### src/rtl/gtm_pkg.sv
package gtm_pkg;

    localparam logic [7:0] OFF_CTRL   = 8'h00;
    localparam logic [7:0] OFF_RANGE  = 8'h04;
    localparam logic [7:0] OFF_COUNT  = 8'h08;
    localparam logic [7:0] OFF_KICK   = 8'h0C;
    localparam logic [7:0] OFF_STAT   = 8'h10;
    localparam logic [7:0] OFF_CLR    = 8'h14;
    localparam logic [7:0] OFF_PARAM1 = 8'hF4;
    localparam logic [7:0] OFF_VER    = 8'hF8;
    localparam logic [7:0] OFF_TYPE   = 8'hFC;

    localparam logic [31:0] KICK_KEY  = 32'h0000_0076;
    localparam int          NUM_IDX   = 16;

    typedef enum logic [1:0] {
        ST_OFF,
        ST_ARMED,
        ST_WARNED,
        ST_FIRING
    } resp_state_e;

    typedef struct packed {
        logic [3:0] init_idx;
        logic [3:0] run_idx;
    } range_t;

endpackage

### src/rtl/gtm_regfile.sv
module gtm_regfile
    import gtm_pkg::*;
#(
    parameter int          CNT_W   = 31,
    parameter logic [31:0] VERSION = 32'h0001_0200,
    parameter logic [31:0] TYPE_ID = 32'hA5C3_0010,
    parameter bit          FIXED   = 1'b1
) (
    input  logic             clk,
    input  logic             rst_n,
    input  logic             bus_sel,
    input  logic             bus_wr,
    input  logic [7:0]       bus_addr,
    input  logic [31:0]      bus_wdata,
    output logic [31:0]      bus_rdata,
    input  logic [CNT_W-1:0] count_i,
    input  logic             irq_i,
    output logic             en_o,
    output logic             mode_o,
    output range_t           range_o,
    output logic             start_o,
    output logic             kick_o,
    output logic             clr_o
);

    logic   en_q;
    logic   mode_q;
    range_t range_q;
    logic   wr_ctrl;
    logic   wr_range;
    logic   [31:0] param1_word;

    assign wr_ctrl  = bus_sel && bus_wr && (bus_addr == OFF_CTRL);
    assign wr_range = bus_sel && bus_wr && (bus_addr == OFF_RANGE);

    assign start_o = wr_ctrl && bus_wdata[0] && !en_q;
    assign kick_o  = bus_sel && bus_wr && (bus_addr == OFF_KICK) && (bus_wdata == KICK_KEY);
    assign clr_o   = bus_sel && !bus_wr && (bus_addr == OFF_CLR);

    generate
        if (FIXED) begin : g_fixed
            assign param1_word = 32'h0000_0040;
        end else begin : g_custom
            assign param1_word = 32'h0000_0000;
        end
    endgenerate

    always_ff @(posedge clk or negedge rst_n) begin
        if (!rst_n) begin
            en_q    <= 1'b0;
            mode_q  <= 1'b0;
            range_q <= '0;
        end else begin
            if (wr_ctrl) begin
                en_q   <= en_q | bus_wdata[0];
                mode_q <= bus_wdata[1];
            end
            if (wr_range) begin
                range_q <= bus_wdata[7:0];
            end
        end
    end

    always_comb begin
        bus_rdata = 32'h0;
        if (bus_sel && !bus_wr) begin
            unique case (bus_addr)
                OFF_CTRL:   bus_rdata = {30'h0, mode_q, en_q};
                OFF_RANGE:  bus_rdata = {24'h0, range_q};
                OFF_COUNT:  bus_rdata = 32'(count_i);
                OFF_STAT:   bus_rdata = {31'h0, irq_i};
                OFF_PARAM1: bus_rdata = param1_word;
                OFF_VER:    bus_rdata = VERSION;
                OFF_TYPE:   bus_rdata = TYPE_ID;
                default:    bus_rdata = 32'h0;
            endcase
        end
    end

    assign en_o    = en_q;
    assign mode_o  = mode_q;
    assign range_o = range_q;

    p_enable_sticky_r2: assert property (@(posedge clk) disable iff (!rst_n)
        en_q |=> en_q);

    p_mode_follows_write_r2: assert property (@(posedge clk) disable iff (!rst_n)
        wr_ctrl |=> (mode_q == $past(bus_wdata[1])));

endmodule

### src/rtl/gtm_counter.sv
module gtm_counter
    import gtm_pkg::*;
#(
    parameter int BASE_EXP = 16,
    parameter int CNT_W    = BASE_EXP + 15
) (
    input  logic             clk,
    input  logic             rst_n,
    input  logic             load_i,
    input  logic [3:0]       load_idx_i,
    input  logic             run_i,
    output logic [CNT_W-1:0] count_o,
    output logic             zero_o
);

    logic [CNT_W-1:0] period_tab [NUM_IDX];
    logic [CNT_W-1:0] count_q;

    for (genvar gi = 0; gi < NUM_IDX; gi++) begin : g_tab
        localparam logic [CNT_W:0] FULL = {{CNT_W{1'b0}}, 1'b1} << (BASE_EXP + gi);
        assign period_tab[gi] = CNT_W'(FULL - 1'b1);
    end

    always_ff @(posedge clk or negedge rst_n) begin
        if (!rst_n) begin
            count_q <= '0;
        end else if (load_i) begin
            count_q <= period_tab[load_idx_i];
        end else if (run_i && (count_q != '0)) begin
            count_q <= count_q - 1'b1;
        end
    end

    assign count_o = count_q;
    assign zero_o  = (count_q == '0);

    p_count_steps_r3: assert property (@(posedge clk) disable iff (!rst_n)
        (run_i && !load_i && (count_q != '0)) |=> (count_q == $past(count_q) - 1'b1));

    p_idle_holds_r4: assert property (@(posedge clk) disable iff (!rst_n)
        (!run_i && !load_i) |=> $stable(count_q));

endmodule

### src/rtl/gtm_resp_fsm.sv
module gtm_resp_fsm
    import gtm_pkg::*;
#(
    parameter int RST_CYCLES = 8
) (
    input  logic       clk,
    input  logic       rst_n,
    input  logic       start_i,
    input  logic       kick_i,
    input  logic       clr_i,
    input  logic       mode_i,
    input  logic       zero_i,
    input  range_t     range_i,
    output logic       load_o,
    output logic [3:0] load_idx_o,
    output logic       run_o,
    output logic       irq_o,
    output logic       sys_rst_o
);

    localparam int HOLD_W = $clog2(RST_CYCLES + 1);
    localparam logic [HOLD_W-1:0] HOLD_LAST = HOLD_W'(RST_CYCLES - 1);

    resp_state_e     st_q;
    resp_state_e     st_d;
    logic [HOLD_W-1:0] hold_q;
    logic            irq_q;
    logic            rst_q;
    logic            hold_done;

    assign hold_done = (hold_q == '0);

    always_comb begin
        st_d       = st_q;
        load_o     = 1'b0;
        load_idx_o = range_i.run_idx;
        unique case (st_q)
            ST_OFF: begin
                if (start_i) begin
                    st_d       = ST_ARMED;
                    load_o     = 1'b1;
                    load_idx_o = range_i.init_idx;
                end
            end
            ST_ARMED: begin
                if (kick_i) begin
                    load_o = 1'b1;
                end else if (zero_i) begin
                    if (mode_i) begin
                        st_d   = ST_WARNED;
                        load_o = 1'b1;
                    end else begin
                        st_d = ST_FIRING;
                    end
                end
            end
            ST_WARNED: begin
                if (kick_i) begin
                    st_d   = ST_ARMED;
                    load_o = 1'b1;
                end else if (zero_i) begin
                    st_d = ST_FIRING;
                end else if (clr_i) begin
                    st_d = ST_ARMED;
                end
            end
            ST_FIRING: begin
                if (hold_done) begin
                    st_d   = ST_ARMED;
                    load_o = 1'b1;
                end
            end
            default: st_d = ST_OFF;
        endcase
    end

    always_ff @(posedge clk or negedge rst_n) begin
        if (!rst_n) begin
            st_q <= ST_OFF;
        end else begin
            st_q <= st_d;
        end
    end

    always_ff @(posedge clk or negedge rst_n) begin
        if (!rst_n) begin
            hold_q <= '0;
            irq_q  <= 1'b0;
            rst_q  <= 1'b0;
        end else begin
            rst_q <= (st_d == ST_FIRING);
            irq_q <= (st_d == ST_WARNED) || ((st_d == ST_FIRING) && irq_q);
            if ((st_q != ST_FIRING) && (st_d == ST_FIRING)) begin
                hold_q <= HOLD_LAST;
            end else if ((st_q == ST_FIRING) && !hold_done) begin
                hold_q <= hold_q - 1'b1;
            end
        end
    end

    assign run_o     = (st_q == ST_ARMED) || (st_q == ST_WARNED);
    assign irq_o     = irq_q;
    assign sys_rst_o = rst_q;

    p_kick_beats_expiry_r10: assert property (@(posedge clk) disable iff (!rst_n)
        ((st_q == ST_ARMED) && kick_i && zero_i) |=> (!sys_rst_o && !irq_o && (st_q == ST_ARMED)));

    p_irq_held_r7: assert property (@(posedge clk) disable iff (!rst_n)
        (irq_o && !kick_i && !clr_i && (st_q != ST_FIRING)) |=> irq_o);

    p_immediate_bite_r5: assert property (@(posedge clk) disable iff (!rst_n)
        ((st_q == ST_ARMED) && !mode_i && zero_i && !kick_i) |=> (sys_rst_o && !irq_o));

    p_warn_first_r6: assert property (@(posedge clk) disable iff (!rst_n)
        ((st_q == ST_ARMED) && mode_i && zero_i && !kick_i) |=> (irq_o && !sys_rst_o));

    p_recover_clean_r9: assert property (@(posedge clk) disable iff (!rst_n)
        $fell(sys_rst_o) |-> (!irq_o && run_o));

    generate
        if (RST_CYCLES > 1) begin : g_pulse_chk
            p_pulse_min_r9: assert property (@(posedge clk) disable iff (!rst_n)
                $rose(sys_rst_o) |=> sys_rst_o);
        end
    endgenerate

endmodule

### src/rtl/guard_timer.sv
module guard_timer
    import gtm_pkg::*;
#(
    parameter int          BASE_EXP   = 16,
    parameter int          RST_CYCLES = 8,
    parameter logic [31:0] VERSION    = 32'h0001_0200,
    parameter logic [31:0] TYPE_ID    = 32'hA5C3_0010,
    parameter bit          FIXED      = 1'b1
) (
    input  logic        clk,
    input  logic        rst_n,
    input  logic        bus_sel,
    input  logic        bus_wr,
    input  logic [7:0]  bus_addr,
    input  logic [31:0] bus_wdata,
    output logic [31:0] bus_rdata,
    output logic        wd_irq,
    output logic        wd_sys_rst
);

    localparam int CNT_W = BASE_EXP + 15;

    logic             en;
    logic             mode;
    range_t           range_w;
    logic             start;
    logic             kick;
    logic             clr;
    logic             load;
    logic [3:0]       load_idx;
    logic             run;
    logic [CNT_W-1:0] count;
    logic             zero;

    gtm_regfile #(
        .CNT_W   (CNT_W),
        .VERSION (VERSION),
        .TYPE_ID (TYPE_ID),
        .FIXED   (FIXED)
    ) u_regs (
        .clk       (clk),
        .rst_n     (rst_n),
        .bus_sel   (bus_sel),
        .bus_wr    (bus_wr),
        .bus_addr  (bus_addr),
        .bus_wdata (bus_wdata),
        .bus_rdata (bus_rdata),
        .count_i   (count),
        .irq_i     (wd_irq),
        .en_o      (en),
        .mode_o    (mode),
        .range_o   (range_w),
        .start_o   (start),
        .kick_o    (kick),
        .clr_o     (clr)
    );

    gtm_counter #(
        .BASE_EXP (BASE_EXP),
        .CNT_W    (CNT_W)
    ) u_cnt (
        .clk        (clk),
        .rst_n      (rst_n),
        .load_i     (load),
        .load_idx_i (load_idx),
        .run_i      (run),
        .count_o    (count),
        .zero_o     (zero)
    );

    gtm_resp_fsm #(
        .RST_CYCLES (RST_CYCLES)
    ) u_fsm (
        .clk        (clk),
        .rst_n      (rst_n),
        .start_i    (start),
        .kick_i     (kick),
        .clr_i      (clr),
        .mode_i     (mode),
        .zero_i     (zero),
        .range_i    (range_w),
        .load_o     (load),
        .load_idx_o (load_idx),
        .run_o      (run),
        .irq_o      (wd_irq),
        .sys_rst_o  (wd_sys_rst)
    );

    p_bite_needs_enable_r5: assert property (@(posedge clk) disable iff (!rst_n)
        (wd_sys_rst || wd_irq) |-> en);

    p_no_run_before_enable_r4: assert property (@(posedge clk) disable iff (!rst_n)
        !en |-> (count == '0));

endmodule

### config.mk
export PLATFORM = sky130hd
export DESIGN_NAME = guard_timer
export DESIGN_NICKNAME = d
export VERILOG_FILES = /design/src/rtl/gtm_pkg.sv /design/src/rtl/gtm_regfile.sv /design/src/rtl/gtm_counter.sv /design/src/rtl/gtm_resp_fsm.sv /design/src/rtl/guard_timer.sv
export SDC_FILE = /design/constraint.sdc
export NUM_CORES = 1
export LEC_CHECK = 0
export ABC_AREA = 1
export BUFFER_PORTS_ARGS = -buffer_cell sky130_fd_sc_hd__clkbuf_2
export CAP_MARGIN = 40
export CORE_MARGIN = 5
export CORE_UTILIZATION = 35
export CTS_CLUSTER_DIAMETER = 50
export CTS_CLUSTER_SIZE = 8
export DETAILED_ROUTE_END_ITERATION = 10
export PLACE_DENSITY = 0.58
export SLEW_MARGIN = 20
export SYNTH_ARGS = -nofsm -noshare
export SYNTH_HDL_FRONTEND = slang
export SYNTH_HIERARCHICAL = 1
export SYNTH_SLANG_ARGS = --single-unit
### constraint.sdc
create_clock -name clk -period 7 [get_ports clk]
set_clock_uncertainty 0.2 [all_clocks]
set_input_delay 1.05 -clock clk [delete_from_list [all_inputs] [get_ports clk]]
set_output_delay 1.05 -clock clk [all_outputs]
set_load 0.005 [all_outputs]
==> flow_summary.yaml <==
place:
  gp_congestion: 0.9091
  post_dp_cell_area_sq_um: 4606
  place_hpwl_mm: 9.493
  io_buffers: 77
  preCtsSetupSlack_ps: 2972
finish:
  final_common_cell: "nand2_1"
  fin_area_sq_um: 4800
  area_growth_pct: 17.02
  n_antenna_cell: 0
  multi_input_area_sq_um: 2434
  final_cell_mix: "188 x nand2_1, 104 x nor2_1, 89 x inv_1, 77 x clkbuf_2, 55 x nand3_1"
  drive_above_1_share: 0.2039
  num-fill-cells: 1239
  regArea_sq_um: 1226
  fin_nets: 776
critical_path:
  reg2reg_to: "u_cnt/count_o[23]"
  worst_path_largest_cell_delay_ps: 380
  reg2reg_depth: 16
  crit_path_cell_trace: "clkbuf_2 > inv_1 > nand2_1 > nor2_1 > inv_1 > nor2_1 > nand2_1 > nor3_1 > inv_1 > nand2_1 > o31ai_1 > inv_1 > inv_2 > nand2_4 > inv_2 > nand2_1 > nand3_1"
  crit_path_end: "u_cnt/count_o[23]"
  endpoint_kind: "flop"
  cp_num_buf_inv: 7
  path_depth: 17
  crit_type: "in -> reg"
  worstPathMaxFanout: 28
  rr_startpoint: "u_cnt/count_o[0]"
  path_delay_family: "simple AND/OR/NAND/NOR gates"
  crit_path_start_kind: "input port"
  startpoint: "bus_addr[0]"
  r2r_slack_ps: 3240
  worstPathArrival_ps: 3770
  cp_slowest_cell: "nand2_4"
  crit_required_ps: 6970
die:
  initial_core_util: 0.3577
  core-area_sq_um: 11470
  dieArea_sq_um: 13980
  die_height_um: 118.3
  io_pins: 78
  die_w_um: 118.3
  rows: 39
clock_network:
  cts.sinks: 49
  clockRootBuffer: "clkbuf_16"
  numCtsBuffers: 5
  clk_pin_slew_worst_paths_ps: 70
  post_cts_buffers: 0
  clock_path_buffers: 2
  hold_buffers: 0
  cts_tree: "yes"
  h-tree-depth: 2
  clock_latency_ps: 290
  postCtsResizedCells: 0
hold_path:
  hp-class: "reg -> reg"
drt:
  drt-initial-drc-count: 303
  dr.pass1.iters: 5
  routedWlPerCell_um: 13.76
  wl_mm: 11.96
  num_vias: 4279
  drc_errors: 0
  ant_nets: 0
  viasPerCell: 4.924
global_route:
  grt_pass1_wl_mm: 19.87
  overflow: 0
  grt_max_degree: 50
  grt_antenna_before_repair: 0
  grt_usage: 0.1691
  grt_pass1_vias: 4008
yosys:
  synth_top_area_cell: "dfrtp_1"
  ys_ff_latch: 49
  syn_area_sq_um: 4101
  syn_avg_cell_area_sq_um: 6.320
  syn_nets: 700
  synth_top_area_frac: 0.2990
  yosysWarnings: 6
  synth_area_leaders: "dfrtp_1 30%, nand2_1 17%, nor2_1 9.5%"
  seq_area_frac_synth: 0.2990
  synth_cells: 649
  ys_types: 37
job:
  maxCapViolCount: 0
outcome:
  status: "finished, final reports clean"
sta:
  relSlewSlack: 0.5648
  setup_violations: 0
  post-route-period-util: 0.5427
  holdWs_ps: 292.0
  hold_violations: 0
  fmax_mhz: 263.3
  worst_pin_slew_ps: 652.8
  fin_crit_ps: 3799
  tns_ps: 0
  final_max_slew_viol_count: 0
  rsz0062_at_grt: "false"
  fin_ws_ps: 3201
power_and_ir_drop:
  p_leak_nw: 2.580
  vdd_drop_max_uv: 101.7
  total_power_uw: 639.6
  cellPowerDensity_nw_per_um2: 133.3
==> how the worst min path moves through the flow <==
| stage | end | from | slack, ps | depth (start not counted) |
|---|---|---|---|---|
| 3_3_place_gp | u_cnt/count_o[0] | u_cnt/count_o[0] | 280 | 1 |
| 5_1_grt | u_cnt/count_o[0] | u_cnt/count_o[0] | 330 | 1 |
| 4_1_cts | u_cnt/count_o[0] | u_cnt/count_o[0] | 290 | 1 |
| 2_1_floorplan | u_regs/range_o[5] | u_regs/range_o[5] | 260 | 2 |
| 6_report | u_cnt/count_o[0] | u_cnt/count_o[0] | 290 | 1 |
| 3_5_place_dp | u_cnt/count_o[0] | u_cnt/count_o[0] | 280 | 1 |
==> power breakdown <==
group,switching [mW],internal [mW]
clock network,0.110,0.206
registers,0.00139,0.285
logic,0.0235,0.0144
==> Yosys cell counts (all sizes together) <==
library cell and n:
nand2 194, nor2 133, inv 97, nand3 57, dfrtp 49, o21ai 37, a21oi 16, nand4 9
buf 7, ha 7, nand3b 7, nor3 7, o21bai 5, xor2 5, mux2 4, clkbuf 3
nor4 3, xnor2 3, a21boi 1, and2 1, o211ai 1, o22ai 1, o31ai 1, or2 1
==> sequential cells by signal, summed over array words and instances, names as in the netlist <==
signal / count
u_cnt/count_o: 31
u_regs/range_o: 8
u_fsm/hold_q: 4
u_fsm/st_q: 2
u_fsm/irq_o: 1
u_fsm/sys_rst_o: 1
u_regs/en_o: 1
u_regs/mode_o: 1
==> stage by stage <==
stage,util,cells
after global placement,0.4008,860
final,0.4185,869
after CTS,0.4185,869
after global routing,0.4185,869
after floorplan,-,649
after detailed placement,0.4016,861
==> cell families after synthesis <==
group | Yosys count | synth area share
buf+inv | 107 | 0.1077
xor+xnor | 8 | 0.01708
flops | 49 | 0.2990
compound gates | 62 | 0.09275
mux | 4 | 0.01098
simple gates | 412 | 0.4512
fa+ha+maj | 7 | 0.02135
==> per-layer routing <==
layer,vias to the layer above,track usage,share of wire
li1,2183,-,-
met1,1970,0.2271,0.46
met2,117,0.2855,0.48
met3,9,0.03247,0.056
met4,0,0.03154,0.0070
met5,-,0,0
==> final cells by class <==
cell class | count | area share
inverter | 97 | 0.07586
multi-input combinational | 493 | 0.5070
timing repair buffer | 79 | 0.08394
clock inverter | 3 | 0.01434
sequential | 49 | 0.2555
tap | 143 | 0.03728
clock buffer | 5 | 0.02607
==> worst register-to-register path, delay by kind of cell, from the launching register on <==
kind	cells	cell delay, ps
fa+ha+maj	1	270
flops	1	400
simple gates	8	1290
buf+inv	5	1210
compound gates	2	260
Note: power is estimated with default switching activity, not from simulation.
